--- config.mk ---
export PLATFORM = sky130hd
export DESIGN_NAME = inb_addr_xlat
export DESIGN_NICKNAME = d
export VERILOG_FILES = /design/src/rtl/inb_xlat_pkg.sv /design/src/rtl/inb_win_regs.sv /design/src/rtl/inb_win_match.sv /design/src/rtl/inb_win_pick.sv /design/src/rtl/inb_addr_xlat.sv
export SDC_FILE = /design/constraint.sdc
export NUM_CORES = 1
export LEC_CHECK = 0
export BUFFER_PORTS_ARGS = -buffer_cell sky130_fd_sc_hd__buf_2
export CORE_MARGIN = 5
export CORE_UTILIZATION = 60
export DETAILED_ROUTE_END_ITERATION = 10
export PLACE_DENSITY = 0.78
export SLEW_MARGIN = 10
export SYNTH_ARGS = -nofsm -noshare
export SYNTH_HDL_FRONTEND = slang
export SYNTH_SLANG_ARGS = --single-unit
--- constraint.sdc ---
create_clock -name clk -period 5 [get_ports clk]
set_input_delay 0.75 -clock clk [delete_from_list [all_inputs] [get_ports clk]]
set_output_delay 0.75 -clock clk [all_outputs]
set_load 0.1 [all_outputs]
--- src/rtl/inb_xlat_pkg.sv ---
package inb_xlat_pkg;

    typedef enum logic [1:0] {
        FLD_MBASE  = 2'd0,
        FLD_SIZE   = 2'd1,
        FLD_TBASE  = 2'd2,
        FLD_ENABLE = 2'd3
    } cfg_field_e;

endpackage

--- src/rtl/inb_win_regs.sv ---
module inb_win_regs
    import inb_xlat_pkg::*;
#(
    parameter int NUM_WIN = 6,
    parameter int ADDR_W  = 32,
    parameter int MIN_SZ  = 12,
    parameter int IDX_W   = 3,
    parameter int EXP_W   = 6
) (
    input  logic                             clk,
    input  logic                             rst_n,
    input  logic                             cfg_we,
    input  logic [IDX_W-1:0]                 cfg_win,
    input  logic [1:0]                       cfg_field,
    input  logic [ADDR_W-1:0]                cfg_wdata,
    output logic [NUM_WIN-1:0][ADDR_W-1:0]   win_mbase,
    output logic [NUM_WIN-1:0][ADDR_W-1:0]   win_tbase,
    output logic [NUM_WIN-1:0][ADDR_W-1:0]   win_mask,
    output logic [NUM_WIN-1:0]               win_en
);

    localparam logic [EXP_W-1:0] EXP_MIN = EXP_W'(MIN_SZ);
    localparam logic [EXP_W-1:0] EXP_MAX = EXP_W'(ADDR_W);

    typedef struct packed {
        logic [NUM_WIN-1:0][ADDR_W-1:0] mbase;
        logic [NUM_WIN-1:0][ADDR_W-1:0] tbase;
        logic [NUM_WIN-1:0][EXP_W-1:0]  sexp;
        logic [NUM_WIN-1:0]             en;
    } regs_t;

    regs_t regs_d, regs_q;
    logic  win_ok;
    logic [EXP_W-1:0] wexp;

    always_comb begin
        regs_d = regs_q;
        win_ok = ({1'b0, cfg_win} < (IDX_W+1)'(NUM_WIN));
        wexp   = cfg_wdata[EXP_W-1:0];
        if (wexp < EXP_MIN)      wexp = EXP_MIN;
        else if (wexp > EXP_MAX) wexp = EXP_MAX;
        if (cfg_we && win_ok) begin
            case (cfg_field_e'(cfg_field))
                FLD_MBASE:  regs_d.mbase[cfg_win] = cfg_wdata;
                FLD_SIZE:   regs_d.sexp[cfg_win]  = wexp;
                FLD_TBASE:  regs_d.tbase[cfg_win] = cfg_wdata;
                FLD_ENABLE: regs_d.en[cfg_win]    = cfg_wdata[0];
                default:    regs_d = regs_q;
            endcase
        end
    end

    always_ff @(posedge clk or negedge rst_n) begin
        if (!rst_n) begin
            regs_q.mbase <= '0;
            regs_q.tbase <= '0;
            regs_q.en    <= '0;
            for (int i = 0; i < NUM_WIN; i++) regs_q.sexp[i] <= EXP_MIN;
        end else begin
            regs_q <= regs_d;
        end
    end

    // Mask: ones at and above the size exponent.
    for (genvar w = 0; w < NUM_WIN; w++) begin : g_mask
        for (genvar b = 0; b < ADDR_W; b++) begin : g_bit
            assign win_mask[w][b] = (EXP_W'(b) >= regs_q.sexp[w]);
        end
        p_size_range_r4: assert property (@(posedge clk) disable iff (!rst_n)
            (regs_q.sexp[w] >= EXP_MIN) && (regs_q.sexp[w] <= EXP_MAX));
    end

    assign win_mbase = regs_q.mbase;
    assign win_tbase = regs_q.tbase;
    assign win_en    = regs_q.en;

    p_enable_next_r9: assert property (@(posedge clk) disable iff (!rst_n)
        (cfg_we && win_ok && cfg_field == 2'd3)
        |=> (win_en[$past(cfg_win)] == $past(cfg_wdata[0])));

    p_bad_index_r9: assert property (@(posedge clk) disable iff (!rst_n)
        (cfg_we && !win_ok) |=> $stable(regs_q));

endmodule

--- src/rtl/inb_win_match.sv ---
module inb_win_match #(
    parameter int NUM_WIN = 6,
    parameter int ADDR_W  = 32
) (
    input  logic [ADDR_W-1:0]               addr,
    input  logic [NUM_WIN-1:0][ADDR_W-1:0]  win_mbase,
    input  logic [NUM_WIN-1:0][ADDR_W-1:0]  win_tbase,
    input  logic [NUM_WIN-1:0][ADDR_W-1:0]  win_mask,
    output logic [NUM_WIN-1:0]              match,
    output logic [NUM_WIN-1:0][ADDR_W-1:0]  xaddr
);

    for (genvar w = 0; w < NUM_WIN; w++) begin : g_win
        assign match[w] = (((addr ^ win_mbase[w]) & win_mask[w]) == '0);
        assign xaddr[w] = (win_tbase[w] & win_mask[w]) | (addr & ~win_mask[w]);
    end

endmodule

--- src/rtl/inb_win_pick.sv ---
module inb_win_pick #(
    parameter int NUM_WIN  = 6,
    parameter int IDX_W    = 3,
    parameter int PRIO_WIN = 5
) (
    input  logic [NUM_WIN-1:0] match,
    output logic               any,
    output logic [IDX_W-1:0]   idx
);

    logic [IDX_W-1:0] low_idx;

    always_comb begin
        low_idx = '0;
        for (int i = NUM_WIN - 1; i >= 0; i--) begin
            if (match[i]) low_idx = IDX_W'(i);
        end
    end

    assign any = |match;

    if (PRIO_WIN < NUM_WIN) begin : g_pref
        assign idx = match[PRIO_WIN] ? IDX_W'(PRIO_WIN) : low_idx;
    end else begin : g_nopref
        assign idx = low_idx;
    end

endmodule

--- src/rtl/inb_addr_xlat.sv ---
module inb_addr_xlat #(
    parameter int NUM_WIN  = 6,
    parameter int ADDR_W   = 32,
    parameter int MIN_SZ   = 12,
    parameter int PRIO_WIN = NUM_WIN - 1
) (
    input  logic                          clk,
    input  logic                          rst_n,
    input  logic                          cfg_we,
    input  logic [$clog2(NUM_WIN)-1:0]    cfg_win,
    input  logic [1:0]                    cfg_field,
    input  logic [ADDR_W-1:0]             cfg_wdata,
    input  logic                          lk_valid,
    input  logic [ADDR_W-1:0]             lk_addr_in,
    output logic                          lk_hit,
    output logic                          lk_abort,
    output logic [$clog2(NUM_WIN)-1:0]    lk_win,
    output logic [ADDR_W-1:0]             lk_addr
);

    localparam int IDX_W = $clog2(NUM_WIN);
    localparam int EXP_W = $clog2(ADDR_W + 1);

    logic [NUM_WIN-1:0][ADDR_W-1:0] win_mbase, win_tbase, win_mask, xaddr;
    logic [NUM_WIN-1:0]             win_en, match;
    logic                           any;
    logic [IDX_W-1:0]               sel;

    inb_win_regs #(
        .NUM_WIN(NUM_WIN), .ADDR_W(ADDR_W), .MIN_SZ(MIN_SZ),
        .IDX_W(IDX_W), .EXP_W(EXP_W)
    ) u_regs (
        .clk(clk), .rst_n(rst_n),
        .cfg_we(cfg_we), .cfg_win(cfg_win), .cfg_field(cfg_field),
        .cfg_wdata(cfg_wdata),
        .win_mbase(win_mbase), .win_tbase(win_tbase),
        .win_mask(win_mask), .win_en(win_en)
    );

    inb_win_match #(.NUM_WIN(NUM_WIN), .ADDR_W(ADDR_W)) u_match (
        .addr(lk_addr_in),
        .win_mbase(win_mbase), .win_tbase(win_tbase), .win_mask(win_mask),
        .match(match), .xaddr(xaddr)
    );

    inb_win_pick #(.NUM_WIN(NUM_WIN), .IDX_W(IDX_W), .PRIO_WIN(PRIO_WIN)) u_pick (
        .match(match), .any(any), .idx(sel)
    );

    always_comb begin
        lk_hit   = lk_valid && any && win_en[sel];
        lk_abort = lk_valid && any && !win_en[sel];
        lk_win   = (lk_valid && any) ? sel : '0;
        lk_addr  = lk_hit ? xaddr[sel] : '0;
    end

    p_hit_abort_excl_r5: assert property (@(posedge clk) disable iff (!rst_n)
        !(lk_hit && lk_abort));

    p_idle_quiet_r10: assert property (@(posedge clk) disable iff (!rst_n)
        !lk_valid |-> (!lk_hit && !lk_abort));

    p_low_page_pass_r3: assert property (@(posedge clk) disable iff (!rst_n)
        lk_hit |-> (lk_addr[MIN_SZ-1:0] == lk_addr_in[MIN_SZ-1:0]));

    p_miss_zero_r6: assert property (@(posedge clk) disable iff (!rst_n)
        (lk_valid && match == '0) |-> (!lk_hit && !lk_abort && lk_addr == '0));

    p_sel_matches_r8: assert property (@(posedge clk) disable iff (!rst_n)
        (lk_hit || lk_abort) |-> match[lk_win]);

    if (PRIO_WIN < NUM_WIN) begin : g_prio_chk
        p_pref_win_r7: assert property (@(posedge clk) disable iff (!rst_n)
            (lk_valid && match[PRIO_WIN]) |-> (lk_win == IDX_W'(PRIO_WIN)));
    end

endmodule

# ---- Yosys cells after proc, flatten, opt, wreduce, memory -nomap -nowiden
# Cells that the tools add are included.
dict set report word_totals {
  in_bits 73
  regBits 426
  elab_cells 298
  out_inout_bits 37
}
dict set report op_classes {
  mux 24
  n_lt_le_gt_ge 198
  bitwise 36
  n_eq_ne 3
  n_reduce_logical 18
}
# cell n
set op_table {}
lappend op_table {{$and 32x32->32} 18}
lappend op_table {{$ge 5x6->1 const A} 96}
lappend op_table {{$bwmux 192} 2}
lappend op_table {{$ge 4x6->1 const A} 48}
lappend op_table {{$logic_not 32->1} 6}
lappend op_table {{$not 32->32} 6}
lappend op_table {{$or 32x32->32} 6}
lappend op_table {{$xor 32x32->32} 6}
lappend op_table {{$ge 3x6->1 const A} 24}
lappend op_table {{$bmux 32 s3} 1}
lappend op_table {{$demux 32 s3} 1}
lappend op_table {{$mux 32} 3}
lappend op_table {{$ge 1x6->1 const A} 12}
lappend op_table {{$ge 2x6->1 const A} 12}
lappend op_table {{$bwmux 36} 1}
lappend op_table {{$mux 3} 7}
lappend op_table {{$demux 6 s3} 1}
lappend op_table {{$mux 6} 3}
lappend op_table {{$lt 3x4->1 const B} 2}
lappend op_table {{$reduce_and 2->1} 4}
lappend op_table {{$bwmux 6} 1}
lappend op_table {{$gt 6x6->1 const B} 1}
lappend op_table {{$lt 6x4->1 const B} 1}
lappend op_table {{$reduce_or 6->1} 1}
lappend op_table {{10 further kinds} 16}

# ---- Depth between registers and ports, before layout
# Gate-level depths: netlist (run 1).
dict set report logic_depth {
  ltp_word 13
  depth_mapped 15
  ltp_nobuf 10
}

# ---- Cells and area by module
# A second synthesis (run 1) with hierarchy kept.
dict set report unflattened {
  cells_unflattened 2471
  area_unflattened_um2 28119.5
}
# mod cells_per_inst seq_area_each_um2 instances area_per_inst_um2
set modules_own_cells {}
lappend modules_own_cells {inb_win_regs 1717 10675.2 1 20820.0}
lappend modules_own_cells {inb_win_match 542 0.0 1 5023.6}
lappend modules_own_cells {inb_addr_xlat 203 0.0 1 2219.6}
lappend modules_own_cells {inb_win_pick 9 0.0 1 56.3}

# ---- Worst setup path after synthesis (run 1)
# Ideal clock, no wire load.
dict set report synth_timing {
  path_kind {input to output}
  startpoint {in lk_addr_in[17]}
  endpoint {out lk_addr[20]}
  required_time_ps 4250
  path_slack_ps -688
  t_arrival_ps 4938
  n_path_buf 3
  stages 13
  cell_sequence {clkbuf_1 xnor2_1 nor3_1 a2111oi_2 nand4_1 or3_4 o211a_2 nor2_8 buf_6 buf_4 mux2i_1 o211ai_1 a31oi_1}
}
dict set report synth_between {
  elab_chain_len 13
  elab_cells_between_ends 32
  cone_classes {11 x mux; 12 x bitwise; 9 x reduce/logical}
}
# item line
set synth_rtl {}
lappend synth_rtl {{start: declaration} inb_addr_xlat.sv:14} ;# input logic [ADDR_W-1:0] lk_addr_in,
lappend synth_rtl {{$xor 32x32->32} inb_win_match.sv:14} ;# assign match[w] = (((addr ^ win_mbase[w]) & win_mask[w]) == '0);
lappend synth_rtl {{$and 32x32->32} inb_win_match.sv:14}
lappend synth_rtl {{$logic_not 32->1} inb_win_match.sv:14}
lappend synth_rtl {{$mux 3 (5 in a row)} inb_win_pick.sv:16} ;# if (match[i]) low_idx = IDX_W'(i);
lappend synth_rtl {{$mux 3} inb_win_pick.sv:23} ;# assign idx = match[PRIO_WIN] ? IDX_W'(PRIO_WIN) : low_idx;
lappend synth_rtl {{$bmux 1 s3} inb_addr_xlat.sv:51} ;# lk_hit = lk_valid && any && win_en[sel];
lappend synth_rtl {{$mux 1 (implied by the code)} inb_addr_xlat.sv:51}
lappend synth_rtl {{$logic_and 1x1->1} inb_addr_xlat.sv:51}
lappend synth_rtl {{$mux 32 (*)} inb_addr_xlat.sv:54} ;# lk_addr = lk_hit ? xaddr[sel] : '0;
lappend synth_rtl {{end: declaration} inb_addr_xlat.sv:18} ;# output logic [ADDR_W-1:0] lk_addr
# Every way passes the cells marked *; elsewhere a longest branch is shown, timed or not. The select of a mux whose other input is x is not followed.

# ---- Worst setup path in the final report (run 1)
dict set report layout_timing {
  startpoint {reg u_regs.regs_q[24]}
  endpoint {out lk_addr[16]}
}
dict set report layout_between {
  elab_chain_len 12
  elab_cells_between_ends 51
  cone_classes {32 x order compare; 10 x mux; 5 x bitwise; 4 x reduce/logical}
}
# item line
set layout_rtl {}
lappend layout_rtl {{start: declaration} inb_win_regs.sv:32} ;# regs_t regs_d, regs_q;
lappend layout_rtl {{start signal: assignment} inb_win_regs.sv:60} ;# regs_q <= regs_d;
lappend layout_rtl {{$ge 1x6->1, or another cell as far along} inb_win_regs.sv:67} ;# assign win_mask[w][b] = (EXP_W'(b) >= regs_q.sexp[w]);
lappend layout_rtl {{$and 32x32->32} inb_win_match.sv:14}
lappend layout_rtl {{$logic_not 32->1} inb_win_match.sv:14}
lappend layout_rtl {{$mux 3 (4 in a row)} inb_win_pick.sv:16}
lappend layout_rtl {{$mux 3} inb_win_pick.sv:23}
lappend layout_rtl {{$bmux 1 s3} inb_addr_xlat.sv:51}
lappend layout_rtl {{$mux 1 (implied by the code)} inb_addr_xlat.sv:51}
lappend layout_rtl {{$logic_and 1x1->1} inb_addr_xlat.sv:51}
lappend layout_rtl {{$mux 32 (*)} inb_addr_xlat.sv:54}
# Marks and branches as above.

==> results of run 1 <==
[flip-flops by register name (all words and copies together) (netlist names)]
register,count
u_regs.win_mbase,192
u_regs.win_tbase,192
u_regs.regs_q,36
u_regs.win_en,6
[layer usage]
layer | wire [um] | global-route usage (%)
met4 | 12000 | 34.6
met1 | 44100 | 67.5
met3 | 20000 | 22.4
met2 | 48900 | 71.6
met5 | 11 | 0
[synthesized netlist by cell type (15+ instances only)]
master,instances
a211oi_1,28
a21o_1,21
a21oi_1,93
a31oi_1,51
buf_1,24
buf_2,81
clkbuf_1,109
dfrtp_1,414
inv_1,23
mux2_2,407
mux2i_1,38
nand2_1,147
nand3_1,27
nand3b_1,30
nor2_1,100
nor2b_1,19
nor3_1,36
o2111ai_1,50
o211ai_1,15
o21ai_0,106
o311ai_1,18
o31a_1,15
or3_1,81
or4_1,19
xnor2_1,116
xor2_1,76
[power groups by stage]
stage | clock network, mW | registers [mW] | logic, mW
floorplan | 0 | 4.35 | 2.06
global placement | 0 | 4.54 | 3.64
detailed placement | 0 | 4.58 | 3.72
CTS | 3.59 | 4.53 | 3.99
global route | 3.77 | 4.61 | 4.45
finish | 3.63 | 4.58 | 4.38
[repair_timing]
action / 4_1_cts / 5_1_grt
gates cloned: 2 / 4
gates resized for setup: 183 / 96
buffers inserted: 40 / 20
pin swaps: 47 / 24
setup endpoints to repair: 37 / 35
[worst max-delay path, delay by kind of cell (launching register included)]
kind / cells / cell delay (ns)
AOI/OAI and AO/OA: 5 / 1.17
buffers and inverters: 6 / 0.95
DFF: 1 / 0.56
and+or+nand+nor: 5 / 1.42
[layout make-up]
| class | instances | area, um^2 | area share [%] |
|---|---|---|---|
| multi-input cells | 1718 | 14700 | 45.0 |
| clock buffers | 69 | 1390 | 4.26 |
| repair buffers | 529 | 4900 | 15.0 |
| diodes | 6 | 15.0 | 0.0460 |
| flip-flops and latches | 426 | 10700 | 32.8 |
| inverters | 23 | 92.6 | 0.284 |
| clock inverters | 15 | 188 | 0.575 |
| well taps | 539 | 674 | 2.07 |
[cell usage in the layout (no fill, tap or decap), types with 10 or more instances in the layout]
cell type / netlist / layout
clkbuf_16: 0 / 51
nor3_1: 36 / 33
buf_2: 81 / 71
buf_12: 0 / 72
or2_2: 13 / 11
o211ai_1: 15 / 15
o21ai_0: 106 / 88
or4_1: 19 / 16
a211oi_1: 28 / 25
inv_1: 23 / 20
and3_1: 13 / 11
nand3b_1: 30 / 30
o2111ai_1: 50 / 31
nand2_2: 2 / 10
a21oi_1: 93 / 89
o31a_1: 15 / 15
or3_4: 1 / 11
nor2b_1: 19 / 12
a211o_1: 11 / 11
or3_1: 81 / 71
nand3_1: 27 / 24
mux2_2: 407 / 406
o2111ai_2: 0 / 12
buf_4: 14 / 348
a31oi_4: 0 / 32
nor2_1: 100 / 94
o21ai_1: 6 / 17
nand2_1: 147 / 137
dfrtp_1: 414 / 406
buf_6: 8 / 30
xnor2_1: 116 / 115
clkbuf_1: 109 / 11
a31oi_1: 51 / 16
a21o_1: 21 / 18
mux2i_1: 38 / 33
xor2_1: 76 / 76
[logic make-up after synthesis]
| group | share of synthesized area (%) |
|---|---|
| buffers and inverters | 4.74 |
| AOI/OAI and AO/OA | 14.8 |
| xor gates and xnor gates | 6.69 |
| and+or+nand+nor | 11.3 |
| DFF | 42.5 |
| muxes | 19.9 |
[final timing paths]
check | endpoint | slack (ns)
setup / recovery | lk_addr[16] | -0.47
hold / removal | u_regs.win_en[3] | 0.26
setup reg to reg | u_regs.regs_q[36] | 3.80
hold reg to reg | u_regs.win_tbase[130] | 0.49
max in group asynchronous | u_regs.regs_q[23] | 3.31
min in group clk | u_regs.win_tbase[130] | 0.49
[stage by stage]
step | total power [mW] | setup TNS (ns) | utilization (%)
floorplan | 6.41 | -2.27 | -
global placement | 8.18 | -8.06 | 69.9
detailed placement | 8.30 | -6.41 | 69.9
CTS | 12.1 | -7.91 | 76.7
global route | 12.8 | -11.90 | 78.3
finish | 12.6 | -13.20 | 78.4
==> flow_summary.ini, run 1 <==
[timing]
max_freq_ghz = 0.183
finalHoldViolations = 0
clock_skew_ns = 0
min_period_ns = 5.47
rsz0062_at_grt = yes
report.final.setup_viol = 34
fin_crit_sh_pct = 109
max-slew-margin-rel_pct = 15.4
drv_slew = 0
worst_pin_slew_ns = 1.26
fin_hold_ws_ns = 0.264
worst_slack_ns = -0.466

[floorplanning]
fp.dieH_um = 215
coreArea_um2 = 41700
rows = 75
start_util_pct = 60.3
pin_count = 110
die-area_um2 = 46100
die_w_um = 215

[global_routing]
track_usage_pct = 52.3
grt_pass1_vias = 24200
antenna_found_initial = 4
grt-ovfl-total = 0
grt_pass1_wl_mm = 175
grt_max_degree = 113

[cells_and_area]
final_net_count = 2817
layout-drive-gt1-share_pct = 44.5
fillers = 2591
stdcell_area_um2 = 32600
instances_no_fill = 3325
syn_to_final_growth_pct = 30.0

[logic_synthesis]
synth_edf_count = 0
yosysSeqAreaShare_pct = 42.5
ys.flop_type = dfrtp_1
syn_inst = 2403
yosysUniqueCellTypes = 87
synth_top_cell_by_area = dfrtp_1
yosys-top-cells-area = dfrtp_1, mux2_2, xnor2_1
synthArstFlopShare_pct = 100
synth_fp_nets = 2476
yosysWarnings = 0
synth_top_area_share_pct = 41.2
avgSynthCellArea_um2 = 10.5
ys_seq_elements = 426
syn_area_um2 = 25100

[setup_path]
cp_slowest_cell = dfrtp_1
cp-startpoint = u_regs.regs_q[24]
r2r_cells = 3
cpMostUsedCell = buf_6
cp.arrival_ns = 4.72
critPathRequiredTime_ns = 4.25
critical_path_peak_fanout = 9
worstSetupStartpointType = flop
endpoint_kind = output port
crit_chain = and2_2 > a21oi_2 > a222oi_1 > nand4_1 > or3_4 > o211ai_4 > buf_12 > buf_6 > nand3_1 > nand3_2 > o211ai_4 > buf_4 > buf_6 > buf_6 > a31oi_4 > buf_12
max_stage_delay_ns = 0.56
worstSetupPathType = reg -> out
r2r-start = u_regs.regs_q[36]

[drt]
drcViolationCount = 0
ant_nets = 0
drtIter0Drc = 4122
wl_mm = 125
wire_per_inst_um = 37.6
via_count = 24700
via_per_inst = 7.43
drt_first_pass_iters = 10

[cts]
htree_levels = 2
clk_pin_slew_ns = 0.07
cts_tree = yes
cts_made_buffers = 46
clock_sinks = 426
clk_latency_ns = 0.60
hold_buffers = 0
cts_root_buf = clkbuf_16
clk_path_buf_depth = 3

[placement]
hpwl_mm = 89.1
dp.cells = 3173
pre_cts_ws_ns = -0.498
gp_congestion = 1.12
port_buffers = 109
dpl_cell_area_um2 = 29100

[pwr]
p_per_area_nw_per_um2 = 386
clkPwrFrac_pct = 28.9
p_sw_mw = 4.59
leakage_nw = 14.5
ir_drop_mv = 0.359
power_frac_seq_pct = 36.4
p_int_mw = 8.01
p_sw_share_pct = 36.4
comb_power_share_pct = 34.8

[status]
violations = negative setup slack
status = complete, but fails checks

[run]
drv_cap = 0

[worst_hold_path]
hold_path.class = in -> async
(Power assumes the default switching activity.)
==> run 2: changes to the inputs <==
--- a/config.mk
+++ b/config.mk
@@ -10,6 +10,7 @@
 export CORE_UTILIZATION = 60
 export DETAILED_ROUTE_END_ITERATION = 10
 export PLACE_DENSITY = 0.78
+export REMOVE_ABC_BUFFERS = 1
 export SLEW_MARGIN = 10
 export SYNTH_ARGS = -nofsm -noshare
 export SYNTH_HDL_FRONTEND = slang
==> flow_summary.ini, run 2 (synthesized netlist as in run 1, its figures left out) <==
[placement]
dp.cells = 3193
dpl_cell_area_um2 = 29000
hpwl_mm = 81.5
gp_congestion = 1.15
pre_cts_ws_ns = -0.429
port_buffers = 109

[floorplanning]
die_w_um = 215
pin_count = 110
start_util_pct = 60.3
coreArea_um2 = 41700
die-area_um2 = 46100
fp.dieH_um = 215
rows = 75

[drt]
drtIter0Drc = 3769
ant_nets = 0
drt_first_pass_iters = 6
wire_per_inst_um = 35.8
via_count = 25000
wl_mm = 122
drcViolationCount = 0
via_per_inst = 7.38

[setup_path]
worstSetupPathType = reg -> out
endpoint_kind = output port
worstSetupStartpointType = flop
max_stage_delay_ns = 0.51
cpMostUsedCell = buf_4
critPathRequiredTime_ns = 4.25
crit_buf_inv = 9
crit_chain = buf_6 > clkinvlp_4 > buf_4 > buf_4 > nand2_1 > o22a_1 > nand4b_1 > buf_4 > o211ai_4 > nand2_8 > buf_16 > buf_8 > or3_1 > o2111ai_1 > a31oi_1 > buf_4 > buf_12
cp_top_family = buffers and inverters
critical_path_peak_fanout = 17
cp_slowest_cell = dfrtp_1
cp.arrival_ns = 4.75

[timing]
drv_slew = 0
worst_slack_ns = -0.501
rsz0062_at_grt = yes
max_freq_ghz = 0.182
worst_pin_slew_ns = 1.11
fin_crit_sh_pct = 110
max-slew-margin-rel_pct = 26.0
clock_skew_ns = 0
min_period_ns = 5.50
report.final.setup_viol = 34
finalHoldViolations = 0

[global_routing]
grt_pass1_vias = 24700
use_met3_pct = 19.8
grt_pass1_wl_mm = 169
grtUsageMet1_pct = 61.7
antenna_found_initial = 4
grt.busiest_layer = met2
track_usage_pct = 49.8
grtUsageMet2_pct = 70.3
grt-ovfl-total = 0
grt_max_degree = 104

[cells_and_area]
syn_to_final_growth_pct = 33.4
fillers = 2475
final_common_cell = mux2_2
layout-drive-gt1-share_pct = 47.1
instances_no_fill = 3395
layout_common_cells = mux2_2, dfrtp_1, buf_4, nand2_1, xnor2_1
stdcell_area_um2 = 33500
final_net_count = 2886

[pwr]
total_power_mw = 12.8
leakage_nw = 15.1
ir_drop_mv = 0.429
p_per_area_nw_per_um2 = 382

[run]
drv_cap = 0

[status]
violations = negative setup slack
status = complete, but fails checks

[cts]
clk_latency_ns = 0.60
clk_path_buf_depth = 3
clk_pin_slew_ns = 0.06
cts_tree = yes
htree_levels = 2
cts_root_buf = clkbuf_16
clock_sinks = 426
cts_made_buffers = 46

[worst_hold_path]
hold_path.class = in -> async
run 2: changes by cell type in the layout (fill, tap and decap cells not counted), moves of 7 or more:
cell	previous run	this run
buf_4	348	399
or4_4	3	11
a21oi_1	89	81
or4_1	16	8
o21ai_0	88	81
a21oi_2	3	11
clkbuf_1	11	3
a31oi_4	32	15
clkinv_2	7	14
a31oi_2	3	14
run 2: through the flow:
stage               TNS [ns]  utilization [%]  hold WS [ns]
global route          -13.83             80.4         0.292
global placement       -6.78             69.7         0.459
floorplan             -66.09                -         0.441
finish                -14.52             80.4         0.250
CTS                    -7.37             77.3         0.262
detailed placement     -9.53             69.7         0.472
run 2: worst reg2reg max path, delay by kind of cell (launching register included):
kind,cells,cell delay (ns)
compound gates,1,0.09
buf+inv,2,0.39
flops,1,0.60
simple gates,1,0.07
run 2: what timing repair did:
action / in CTS / in global routing
cloned: 7 / 7
setup endpoints to repair: 37 / 34
resized for setup: 209 / 152
hold buffers: 0 / 0
pin swaps: 42 / 46
buffers inserted: 58 / 48
run 2: path summary, 6_finish.rpt:
check / start / end / slack (ns) / depth (start not counted)
max reg2reg: u_regs.regs_q[7] / u_regs.regs_q[7] / 3.71 / 4
max in group asynchronous: rst_n / u_regs.win_mbase[78] / 3.62 / 2
min reg2reg: u_regs.win_tbase[23] / u_regs.win_tbase[23] / 0.50 / 1
min in group clk: u_regs.win_tbase[23] / u_regs.win_tbase[23] / 0.50 / 1
max: u_regs.regs_q[17] / lk_addr[22] / -0.50 / 17
min: rst_n / u_regs.win_tbase[51] / 0.25 / 1
run 2: area by class of cell:
cell class              instances  area (um^2)  area share, %
diodes                          5         12.5         0.0373
clock buffers                  52         1200           3.59
clock inverters                34          458           1.37
inverters                      23         90.1          0.269
multi-input cells            1717        14700           43.8
flip-flops and latches        426        10700           31.9
well taps                     539          674           2.01
repair buffers                599         5690           17.0
run 2: layer usage:
| metal | part of all wire, % | vias to the layer above |
|---|---|---|
| li1 | - | 9655 |
| met1 | 34 | 12200 |
| met2 | 41 | 2354 |
| met3 | 15 | 825 |
| met4 | 10 | 0 |
| met5 | 0 | - |
run 2: report_power, final:
group | total (mW) | leakage, nW | internal [mW] | switching, mW
logic | 4.43 | 8.74 | 1.88 | 2.55
clock network | 3.81 | 0.809 | 2.26 | 1.55
registers | 4.57 | 5.52 | 4.05 | 0.513
